===== config.mk =====
export PLATFORM = sky130hd
export DESIGN_NAME = ic_errstat
export DESIGN_NICKNAME = d
export VERILOG_FILES = /design/src/rtl/errstat_pkg.sv /design/src/rtl/errstat_decode.sv /design/src/rtl/errstat_evtmap.sv /design/src/rtl/errstat_accum.sv /design/src/rtl/ic_errstat.sv
export SDC_FILE = /design/constraint.sdc
export NUM_CORES = 1
export LEC_CHECK = 0
export ABC_AREA = 1
export BUFFER_PORTS_ARGS = -buffer_cell sky130_fd_sc_hd__buf_4
export CAP_MARGIN = 20
export CORE_ASPECT_RATIO = 0.9
export CORE_MARGIN = 1
export CORE_UTILIZATION = 38
export DETAILED_ROUTE_END_ITERATION = 8
export HOLD_SLACK_MARGIN = 0.12
export PLACE_DENSITY = 0.81
export SETUP_SLACK_MARGIN = 0.02
export SLEW_MARGIN = 0
export SYNTH_ARGS = -nofsm -noshare
export SYNTH_HDL_FRONTEND = slang
export SYNTH_SLANG_ARGS = --single-unit

===== constraint.sdc =====
create_clock -name clk -period 2 [get_ports clk]
set_clock_uncertainty 0.15 [all_clocks]
set_input_delay 0.2 -clock clk [delete_from_list [all_inputs] [get_ports clk]]
set_output_delay 0.2 -clock clk [all_outputs]
set_load 0.01 [all_outputs]

===== src/rtl/errstat_pkg.sv =====
package errstat_pkg;
   localparam int SLOT_W = 8;
   localparam int ADDR_W = SLOT_W + 4;
   localparam int SLOTS  = 2 ** SLOT_W;
   localparam int NBITS  = 8;

   localparam int B_SND_CK  = 0;
   localparam int B_RCV_CK  = 1;
   localparam int B_SND_ACC = 2;
   localparam int B_RCV_ACC = 3;
   localparam int B_REDIR   = 4;
   localparam int B_SND_ILL = 5;
   localparam int B_RCV_ILL = 6;
   localparam int B_ACCESS  = 7;

   typedef logic [NBITS-1:0] err_bits_t;

   function automatic logic [SLOTS-1:0] default_rsvd_map();
      logic [SLOTS-1:0] m;
      for (int i = 0; i < SLOTS; i++)
         m[i] = (i < 2) || (i >= 'h29 && i <= 'h2E) || (i >= 'h40);
      return m;
   endfunction
endpackage


===== src/rtl/errstat_decode.sv =====
module errstat_decode
   import errstat_pkg::*;
#(
   parameter int                  DATA_W     = 32,
   parameter logic [ADDR_W-1:0]   REG_OFFSET = 12'h280,
   parameter logic [SLOTS-1:0]    RSVD_MAP   = default_rsvd_map()
) (
   input  logic              reg_valid,
   input  logic              reg_write,
   input  logic [ADDR_W-1:0] reg_offset,
   input  logic [DATA_W-1:0] reg_wdata,
   input  logic              ext_mode,
   output logic              hit_rd,
   output logic              wr_ok,
   output logic              rsvd_evt,
   output logic              gp_evt
);
   logic hit, rsvd, bad_ext_wr;

   assign hit        = (reg_offset == REG_OFFSET);
   assign rsvd       = (reg_offset[3:0] != 4'h0) || RSVD_MAP[reg_offset[ADDR_W-1:4]];
   assign bad_ext_wr = reg_write && hit && (reg_wdata != '0);

   assign hit_rd   = reg_valid && !reg_write && hit;
   assign wr_ok    = reg_valid && reg_write && hit && !(ext_mode && bad_ext_wr);
   assign rsvd_evt = reg_valid && !ext_mode && rsvd;
   assign gp_evt   = reg_valid && ext_mode && (rsvd || bad_ext_wr);
endmodule


===== src/rtl/errstat_evtmap.sv =====
module errstat_evtmap
   import errstat_pkg::*;
#(
   parameter int VEC_W         = 8,
   parameter int ILLEGAL_LIMIT = 16,
   parameter bit LOWPRI_OK     = 1'b0
) (
   input  logic             clk,
   input  logic             rst_n,
   input  logic             snd_valid,
   input  logic [VEC_W-1:0] snd_vector,
   input  logic             snd_lowpri,
   input  logic             snd_cksum_err,
   input  logic             snd_accept_err,
   input  logic             rcv_valid,
   input  logic [VEC_W-1:0] rcv_vector,
   input  logic             rcv_cksum_err,
   input  logic             rcv_accept_err,
   input  logic             loc_valid,
   input  logic [VEC_W-1:0] loc_vector,
   input  logic             rsvd_evt,
   output err_bits_t        evt_o,
   output logic             rcv_accept,
   output logic             loc_accept
);
   localparam logic [VEC_W-1:0] LIM = VEC_W'(ILLEGAL_LIMIT);

   logic snd_bad, rcv_bad, loc_bad, redir, snd_ill;

   assign snd_bad = snd_vector < LIM;
   assign rcv_bad = rcv_vector < LIM;
   assign loc_bad = loc_vector < LIM;

   generate
      if (LOWPRI_OK) begin : g_lowpri_sent
         assign redir   = 1'b0;
         assign snd_ill = snd_valid && snd_bad;
      end else begin : g_lowpri_redirect
         assign redir   = snd_valid && snd_lowpri;
         assign snd_ill = snd_valid && snd_bad && !snd_lowpri;
      end
   endgenerate

   always_comb begin
      evt_o            = '0;
      evt_o[B_SND_CK]  = snd_valid && snd_cksum_err;
      evt_o[B_RCV_CK]  = rcv_valid && rcv_cksum_err;
      evt_o[B_SND_ACC] = snd_valid && snd_accept_err;
      evt_o[B_RCV_ACC] = rcv_valid && rcv_accept_err;
      evt_o[B_REDIR]   = redir;
      evt_o[B_SND_ILL] = snd_ill;
      evt_o[B_RCV_ILL] = (rcv_valid && rcv_bad) || (loc_valid && loc_bad);
      evt_o[B_ACCESS]  = rsvd_evt;
   end

   assign rcv_accept = rcv_valid && !rcv_bad;
   assign loc_accept = loc_valid && !loc_bad;


   redir_excl_chk: assert property (@(posedge clk) disable iff (!rst_n)
      !(evt_o[B_REDIR] && evt_o[B_SND_ILL]));

   drop_chk: assert property (@(posedge clk) disable iff (!rst_n)
      (rcv_accept || loc_accept) |-> !(rcv_accept && rcv_bad) && !(loc_accept && loc_bad));
endmodule


===== src/rtl/errstat_accum.sv =====
module errstat_accum
   import errstat_pkg::*;
(
   input  logic      clk,
   input  logic      rst_n,
   input  logic      wr_i,
   input  err_bits_t evt_i,
   output err_bits_t vis_o,
   output logic      irq_o
);
   err_bits_t pend_q, vis_q;
   logic      armed_q, irq_q, any;

   assign any = (evt_i != '0);

   always_ff @(posedge clk) begin
      if (!rst_n) begin
         pend_q  <= '0;
         vis_q   <= '0;
         armed_q <= 1'b1;
         irq_q   <= 1'b0;
      end else begin
         if (wr_i) begin
            vis_q  <= pend_q;
            pend_q <= evt_i;
         end else begin
            pend_q <= pend_q | evt_i;
         end
         irq_q   <= any && (armed_q || wr_i);
         armed_q <= wr_i ? !any : (armed_q && !any);
      end
   end

   assign vis_o = vis_q;
   assign irq_o = irq_q;


   vis_hold_chk: assert property (@(posedge clk) disable iff (!rst_n)
      !wr_i |=> $stable(vis_q));

   same_cycle_chk: assert property (@(posedge clk) disable iff (!rst_n)
      wr_i |=> (pend_q == $past(evt_i)));
endmodule


===== src/rtl/ic_errstat.sv =====
module ic_errstat
   import errstat_pkg::*;
#(
   parameter int                DATA_W        = 32,
   parameter int                VEC_W         = 8,
   parameter int                ILLEGAL_LIMIT = 16,
   parameter bit                LOWPRI_OK     = 1'b0,
   parameter logic [ADDR_W-1:0] REG_OFFSET    = 12'h280,
   parameter logic [SLOTS-1:0]  RSVD_MAP      = default_rsvd_map()
) (
   input  logic              clk,
   input  logic              rst_n,
   input  logic              reg_valid,
   input  logic              reg_write,
   input  logic [ADDR_W-1:0] reg_offset,
   input  logic [DATA_W-1:0] reg_wdata,
   input  logic              ext_mode,
   output logic [DATA_W-1:0] reg_rdata,
   input  logic              snd_valid,
   input  logic [VEC_W-1:0]  snd_vector,
   input  logic              snd_lowpri,
   input  logic              snd_cksum_err,
   input  logic              snd_accept_err,
   input  logic              rcv_valid,
   input  logic [VEC_W-1:0]  rcv_vector,
   input  logic              rcv_cksum_err,
   input  logic              rcv_accept_err,
   input  logic              loc_valid,
   input  logic [VEC_W-1:0]  loc_vector,
   output logic              rcv_accept,
   output logic              loc_accept,
   output logic              err_irq,
   output logic              gp_fault,
   output logic              err_present
);
   generate
      if (DATA_W < NBITS) begin : g_bad_width
         $error("ic_errstat: DATA_W must hold the status bits");
      end
      if (ILLEGAL_LIMIT >= 2 ** VEC_W) begin : g_bad_limit
         $error("ic_errstat: ILLEGAL_LIMIT exceeds vector range");
      end
      if (REG_OFFSET[3:0] != 4'h0) begin : g_bad_offset
         $error("ic_errstat: REG_OFFSET must be 16-byte aligned");
      end
   endgenerate

   logic      hit_rd, wr_ok, rsvd_evt, gp_evt, gp_q;
   err_bits_t evt, vis;

   errstat_decode #(
      .DATA_W(DATA_W), .REG_OFFSET(REG_OFFSET), .RSVD_MAP(RSVD_MAP)
   ) u_dec (
      .reg_valid(reg_valid), .reg_write(reg_write), .reg_offset(reg_offset),
      .reg_wdata(reg_wdata), .ext_mode(ext_mode), .hit_rd(hit_rd),
      .wr_ok(wr_ok), .rsvd_evt(rsvd_evt), .gp_evt(gp_evt)
   );

   errstat_evtmap #(
      .VEC_W(VEC_W), .ILLEGAL_LIMIT(ILLEGAL_LIMIT), .LOWPRI_OK(LOWPRI_OK)
   ) u_map (
      .clk(clk), .rst_n(rst_n),
      .snd_valid(snd_valid), .snd_vector(snd_vector), .snd_lowpri(snd_lowpri),
      .snd_cksum_err(snd_cksum_err), .snd_accept_err(snd_accept_err),
      .rcv_valid(rcv_valid), .rcv_vector(rcv_vector),
      .rcv_cksum_err(rcv_cksum_err), .rcv_accept_err(rcv_accept_err),
      .loc_valid(loc_valid), .loc_vector(loc_vector), .rsvd_evt(rsvd_evt),
      .evt_o(evt), .rcv_accept(rcv_accept), .loc_accept(loc_accept)
   );

   errstat_accum u_acc (
      .clk(clk), .rst_n(rst_n), .wr_i(wr_ok), .evt_i(evt),
      .vis_o(vis), .irq_o(err_irq)
   );

   always_ff @(posedge clk) begin
      if (!rst_n) gp_q <= 1'b0;
      else        gp_q <= gp_evt;
   end

   assign gp_fault    = gp_q;
   assign err_present = (vis != '0);
   assign reg_rdata   = hit_rd ? {{(DATA_W-NBITS){1'b0}}, vis} : '0;


   irq_cause_chk: assert property (@(posedge clk) disable iff (!rst_n)
      err_irq |-> $past(evt != '0));

   present_rise_chk: assert property (@(posedge clk) disable iff (!rst_n)
      $rose(err_present) |-> $past(wr_ok));

   gp_mode_chk: assert property (@(posedge clk) disable iff (!rst_n)
      gp_fault |-> $past(ext_mode && reg_valid));

   legacy_no_gp_chk: assert property (@(posedge clk) disable iff (!rst_n)
      (reg_valid && !ext_mode) |=> !gp_fault);
endmodule


==> metrics.md, run 1 <==
| Metric | Value |
|---|---|
| Outcome | `complete, no violations` |
| Placed Instances | `around 340` |
| Most common cell after layout, fill and taps aside | `buf_4` |
| Postcts setup bufs | `0` |
| Fmax | `553.2 MHz` |
| NetSw | `about 0.00022 W` |
| First-pass GRT wire length | `about 5000 um` |
| Worst skew pair latency | `~0.25 ns` |
| Residual DRC | `0` |
| Die X | `about 64 um` |
| Routed via count | `between 1000 and 1500` |
| Syn. warnings | `0` |
| Buf/Inv on CP | `3` |
| Hold Path Class | `in2reg` |
| Slew Limit Fails | `0` |
| CTS tree | `built` |
| Hold WS | `about 0.12 ns` |
| Post-Layout Cell Count | `between 300 and 400` |
| CTS Hold Bufs | `12` |
| Cells after Synth | `217` |
| Vias in the first global route | `around 1300` |
| FP Rows | `19` |
| Adder-Cell Fraction of Synth Area | `0%` |
| # fillers | `a little over 300` |
| Root buf cell | `clkbuf_8` |
| GPL Wtd Cong | `about 0.73` |
| 1st-pass router iterations | `4` |
| Post-CTS sizing | `0` |
| Port Buf Inserts | `between 80 and 90` |
| ANT cells | `0` |
| Sequential Area | `roughly 380 um2` |
| Endpoints failing hold | `0` |
| Remaining antenna violation count | `0` |
| Simple-gate share of the synthesized area | `40.96%` |
| Final setup viols | `0` |
| Critical path endpoint category | `primary output` |
| LEAKAGE | `between 1 and 1.5 nW` |
| Xor/xnor share of the synthesized area | `0%` |
| Worst Path Arrival | `1.46 ns` |
| Largest net degree at the start of global routing | `26` |
| Routed Wire Length | `about 3000 um` |
| Layout area overhead | `53.48%` |
| Largest family of logic cells by synthesized area | `simple AND/OR/NAND/NOR gates` |
| Die ar. | `3738 um2` |
| Remaining global-route overflow | `0` |
| Post-synthesis average cell area | `about 6 um2` |
| Maxcap violations | `0` |
| Final critical-path share of the clock period | `between 90% and 100%` |
| Clock Sinks | `19` |
| Top cell family by delay on the critical path | `simple AND/OR/NAND/NOR gates` |
| Cell variety after synth | `22` |
| Post-synthesis compound-gate area fraction | `between 7 and 8%` |
| Setup Crit Path Kind | `in2out` |
| Clock network power share | `a little under 30%` |
| Total global-route track usage | `roughly 17%` |
| Most frequent cells in the layout | `buf_4 (81), nor2_1 (52), nand2_1 (50), inv_1 (28), conb_1 (24)` |
| Cts bufs inserted | `3` |
| Footprint of the multi-input gates | `approximately 730 um2` |
| DR vias/cell | `4.105` |
| Sw Share | `about a quarter` |
| Die height | `between 50 and 60 um` |
| Slowest-stage cell, CP | `nand4_1` |
| Final Net Count | `roughly 390` |
| Worst-path fanout max | `8` |
| DR WL/cell | `about 8.6 um` |
| Pwr Density | `~430 nW/um2` |
| Mapped cell area | `about 1300 um2` |
| Peak supply drop | `0.3292 mV` |
| Startpoint Class | `primary input` |
| CTS max path bufs | `2` |
| RSZ-0062 raised after global routing | `no` |
| Post-synthesis register bit count | `19` |
| Combinational fraction of design power | `roughly a quarter` |
| Final Instance Area | `2039 um2` |
| Cell Int Power | `between 0.0006 and 0.0007 W` |
| Starting Density | `between 40% and 50%` |
| Sequential-to-total area share from yosys stat | `approximately 29%` |
| Final HPWL DP | `roughly 2500 um` |
| Clk slew on worst S/H paths | `approximately 0.07 ns` |
| Fin crit period | `about 1.8 ns` |
| H-tree levels | `1` |
| Multiplexer area fraction after synthesis | `0%` |
| Setup TNS | `0 ns` |
| Ports | `118` |
| Crit-path max cell delay | `approximately 0.36 ns` |
| Sequential share of power | `roughly 45%` |
| Iter 0 DRT Violations | `31` |
| Layout cells sized above 1 | `a little under a third` |
| Core area | `between 3000 and 4000 um2` |
| Crit path cell chain | `buf_4 > inv_1 > nand3_1 > nor3_1 > nand4_1 > nor2_1 > buf_4` |
| CP Data Required Time | `approximately 1.7 ns` |
| Initial antenna violation count | `0` |
| Placed Area | `about 1900 um2` |
| Most frequent cell on the critical path | `buf_4` |
| Total power | `about 0.0009 W` |
-- power groups by stage --
stage / Clock, W / Sequential (W) / Combinational (W)
2_1_floorplan: 0 / 0.000406 / 0.000114
3_3_place_gp: 0 / 0.000406 / 0.000198
3_5_place_dp: 0 / 0.000406 / 0.000201
4_1_cts: 0.000266 / 0.000398 / 0.000219
5_1_grt: 0.000283 / 0.000398 / 0.000244
6_report: 0.000261 / 0.000398 / 0.000219
-- kinds of logic (layout without fill, tap and decap cells) --
kind of cell           Yosys count  in the layout
AO/OA/AOI/OAI                   16             16
buffers and inverters           55            125
flip-flops                      19             19
other                            1             24
AND/OR/NAND/NOR                126            126
-- registers in the layout (all words and copies together) (netlist names) --
name,count
gp_fault,1
u_acc.armed_q,1
u_acc.irq_o,1
u_acc.pend_q,8
u_acc.vis_o,8
-- area by class of cell --
| cell class | count | share of cell area (%) |
|---|---|---|
| timing repair buffer | 93 | 35.71 |
| sequential | 19 | 18.65 |
| inverter | 28 | 5.153 |
| multi-input combinational | 166 | 35.71 |
| tap | 42 | 2.577 |
| clock buffer | 4 | 2.209 |
-- layer usage --
metal  track usage (%)  wire, um  vias to the layer above
li1                  -         -                      795
met1             19.24      1269                      575
met2             29.47      1421                       66
met3             3.150       237                        9
met4             10.48        84                        0
met5                 0         0                        -
-- tightest hold or removal path: stages --
cell and delay, ns:
buf_4 0.13, nand2_1 0.09, a21oi_1 0.07
-- synth_stat cells --
library cell / number / area, um2
nor2_1: 52 / 195.2
nand2_1: 50 / 187.7
inv_1: 28 / 105.1
buf_4: 24 / 180.2
dfxtp_1: 19 / 380.4
a21oi_1: 11 / 55.05
nand3_1: 7 / 35.03
nand2_2: 5 / 31.28
nand4_1: 4 / 25.02
a31oi_1: 2 / 12.51
buf_2: 2 / 10.01
nor3_1: 2 / 10.01
o21ai_0: 2 / 10.01
buf_6: 1 / 11.26
conb_1: 1 / 3.750
nand2_4: 1 / 11.26
nor2_4: 1 / 11.26
nor3_4: 1 / 16.27
nor4_1: 1 / 6.260
o21ai_4: 1 / 16.27
or2_1: 1 / 6.260
or2_4: 1 / 8.760
-- per-stage QoR --
stage               setup slack (ns)  utilization [%]
floorplan                     0.5475                -
global placement              0.2378            58.84
detailed placement            0.1655            58.84
CTS                           0.1645            64.02
global route                 0.06049            64.02
finish                        0.1924            64.02
-- final timing paths --
path / start / to / slack (ns) / cells after the start
worst max-delay path: reg_offset[6] / reg_rdata[1] / 0.19 / 7
worst min-delay path: snd_valid / u_acc.pend_q[0] / 0.12 / 3
worst max register to register: u_acc.vis_o[1] / u_acc.vis_o[1] / 1.21 / 4
worst min register to register: u_acc.pend_q[5] / u_acc.pend_q[5] / 0.31 / 2
(Power assumes the default switching activity.)
==> inputs of run 2 (changes only) <==
Settings changed: GPL_ROUTABILITY_DRIVEN from default to 0, MAX_ROUTING_LAYER from default to met4.
==> metrics.md, run 2 (synthesis results as in run 1) <==
| Metric | Value |
|---|---|
| Peak supply drop | `0.3289 mV (was 0.3292 mV)` |
| Placed Area | `1874 um2 (unchanged)` |
| Worst Path Arrival | `1.46 ns (about the same)` |
| CP Data Required Time | `1.65 ns (about the same)` |
| Sequential share of power | `45.4% (was 45.3%)` |
| Layout cells sized above 1 | `30.32% (unchanged)` |
| Final critical-path share of the clock period | `90.31% (was 90.38%)` |
| DR vias/cell | `4.097 (was 4.105)` |
| Final setup viols | `0 (unchanged)` |
| Hold Path Class | `in2reg (unchanged)` |
| Pwr Density | `429.5 nW/um2 (was 430.4 nW/um2)` |
| RSZ-0062 raised after global routing | `no (unchanged)` |
| ANT cells | `0 (unchanged)` |
| Slew Limit Fails | `0 (unchanged)` |
| Sw Share | `24.34% (was 24.50%)` |
| Setup TNS | `0 ns (unchanged)` |
| Outcome | `complete, no violations (unchanged)` |
| Final HPWL DP | `2479 um (unchanged)` |
| Fmax | `553.6 MHz (was 553.2 MHz)` |
| Core area | `3186 um2 (unchanged)` |
| Ports | `118 (unchanged)` |
| Final Instance Area | `2039 um2 (unchanged)` |
| Crit. Startpoint | `reg_offset[6] (unchanged)` |
| Clock network power share | `29.5% (was 29.7%)` |
| Cts bufs inserted | `3 (unchanged)` |
| Remaining global-route overflow | `0 (unchanged)` |
| 1st-pass router iterations | `4 (unchanged)` |
| Vias in the first global route | `1270 (was 1268)` |
| Cell Int Power | `0.0006628 W (about the same)` |
| Remaining antenna violation count | `0 (unchanged)` |
| Iter 0 DRT Violations | `31 (unchanged)` |
| Port Buf Inserts | `81 (unchanged)` |
| Combinational fraction of design power | `25.0% (about the same)` |
| Clk slew on worst S/H paths | `0.07 ns (about the same)` |
| Total global-route track usage | `17.46% (was 16.94%)` |
| Die X | `64.33 um (unchanged)` |
| Postcts setup bufs | `0 (unchanged)` |
| Post-Layout Cell Count | `352 (unchanged)` |
| Final Net Count | `392 (unchanged)` |
| Hold WS | `0.1303 ns (was 0.1241 ns)` |
| Setup Crit Path Kind | `in2out (unchanged)` |
| Endpoints failing hold | `0 (unchanged)` |
| DR WL/cell | `8.543 um (was 8.557 um)` |
| NetSw | `0.0002132 W (was 0.0002150 W)` |
| Critical path endpoint category | `primary output (unchanged)` |
| Clock Sinks | `19 (unchanged)` |
| RR Endpoint | `u_acc.vis_o[6] (was u_acc.vis_o[1])` |
| H-tree levels | `1 (unchanged)` |
| FF-to-FF path depth | `4 (unchanged)` |
| Layout area overhead | `53.48% (unchanged)` |
| Largest net degree at the start of global routing | `26 (unchanged)` |
| LEAKAGE | `1.108 nW (unchanged)` |
| Most frequent cells in the layout | `buf_4 (81), nor2_1 (52), nand2_1 (50), inv_1 (28), conb_1 (24) (unchanged)` |
| Most common cell after layout, fill and taps aside | `buf_4 (unchanged)` |
| Die height | `58.10 um (unchanged)` |
| Starting Density | `41.71% (unchanged)` |
| Maxcap violations | `0 (unchanged)` |
| Root buf cell | `clkbuf_8 (unchanged)` |
| R2R Path Start | `u_acc.vis_o[6] (was u_acc.vis_o[1])` |
| Routed via count | `1442 (was 1445)` |
| Sequential Area | `380.4 um2 (unchanged)` |
| Residual DRC | `0 (unchanged)` |
| Placed Instances | `336 (unchanged)` |
| CP Capture Point | `reg_rdata[1] (unchanged)` |
| Initial antenna violation count | `0 (unchanged)` |
| FP Rows | `19 (unchanged)` |
| Worst skew pair latency | `0.25 ns (about the same)` |
| CTS tree | `built (unchanged)` |
| R2R Setup Slk | `1.21 ns (about the same)` |
| Startpoint Class | `primary input (unchanged)` |
| CTS max path bufs | `2 (unchanged)` |
| Worst-path fanout max | `8 (unchanged)` |
| # fillers | `303 (unchanged)` |
| Fin crit period | `1.806 ns (was 1.808 ns)` |
| Die ar. | `3738 um2 (unchanged)` |
| Footprint of the multi-input gates | `728.2 um2 (unchanged)` |
| Routed Wire Length | `3007 um (was 3012 um)` |
| First-pass GRT wire length | `5023 um (unchanged)` |
-- run 2: repair_timing --
action	in CTS	in global routing
endpoints found under the hold margin	18	0
setup endpoints to repair	0	0
hold buffers	12	0
resized for setup	0	0
-- run 2: per-layer routing --
| layer | routed length [um] | up-vias | track usage [%] |
|---|---|---|---|
| met5 | 0 | - | - |
| met4 | 84 | 0 | 10.48 |
| li1 | - | 795 | - |
| met1 | 1268 | 572 | 19.47 |
| met2 | 1423 | 66 | 29.47 |
| met3 | 231 | 9 | 2.756 |
-- run 2: area by class of cell --
| cell class | count | area share, % |
|---|---|---|
| inverters | 28 | 5.153 |
| clock buffers | 4 | 2.209 |
| flip-flops and latches | 19 | 18.65 |
| multi-input cells | 166 | 35.71 |
| repair buffers | 93 | 35.71 |
| well taps | 42 | 2.577 |
-- run 2: worst min-delay path by stage --
| stage | startpoint | end | slack, ns | cells after the start |
|---|---|---|---|---|
| 2_1_floorplan | ext_mode | gp_fault | 0.17 | 2 |
| 3_3_place_gp | u_acc.pend_q[3] | u_acc.pend_q[3] | 0.30 | 2 |
| 3_5_place_dp | u_acc.pend_q[5] | u_acc.pend_q[5] | 0.30 | 2 |
| 4_1_cts | snd_valid | u_acc.pend_q[0] | 0.12 | 3 |
| 5_1_grt | snd_valid | u_acc.pend_q[0] | 0.14 | 3 |
| 6_report | snd_valid | u_acc.pend_q[0] | 0.13 | 3 |
-- run 2: worst max-delay path, stage by stage --
cell	delay (ns)
buf_4	0.11
inv_1	0.06
nand3_1	0.09
nor3_1	0.27
nand4_1	0.36
nor2_1	0.22
buf_4	0.15
-- run 2: power groups by stage --
| stage | Combinational (W) | Clock [W] | Sequential [W] |
|---|---|---|---|
| after floorplan | 0.000114 | 0 | 0.000406 |
| after global placement | 0.000198 | 0 | 0.000406 |
| after detailed placement | 0.000201 | 0 | 0.000406 |
| after CTS | 0.000219 | 0.000266 | 0.000398 |
| after global routing | 0.000244 | 0.000283 | 0.000398 |
| final | 0.000219 | 0.000259 | 0.000398 |
-- run 2: per-stage QoR --
stage               utilization, %  setup slack (ns)  power [W]
floorplan                        -            0.5475  0.0005193
global placement             58.84            0.2378  0.0006033
detailed placement           58.84            0.1655  0.0006070
CTS                          64.02            0.1645  0.0008827
global route                 64.02           0.06049  0.0009253
finish                       64.02            0.1937  0.0008760
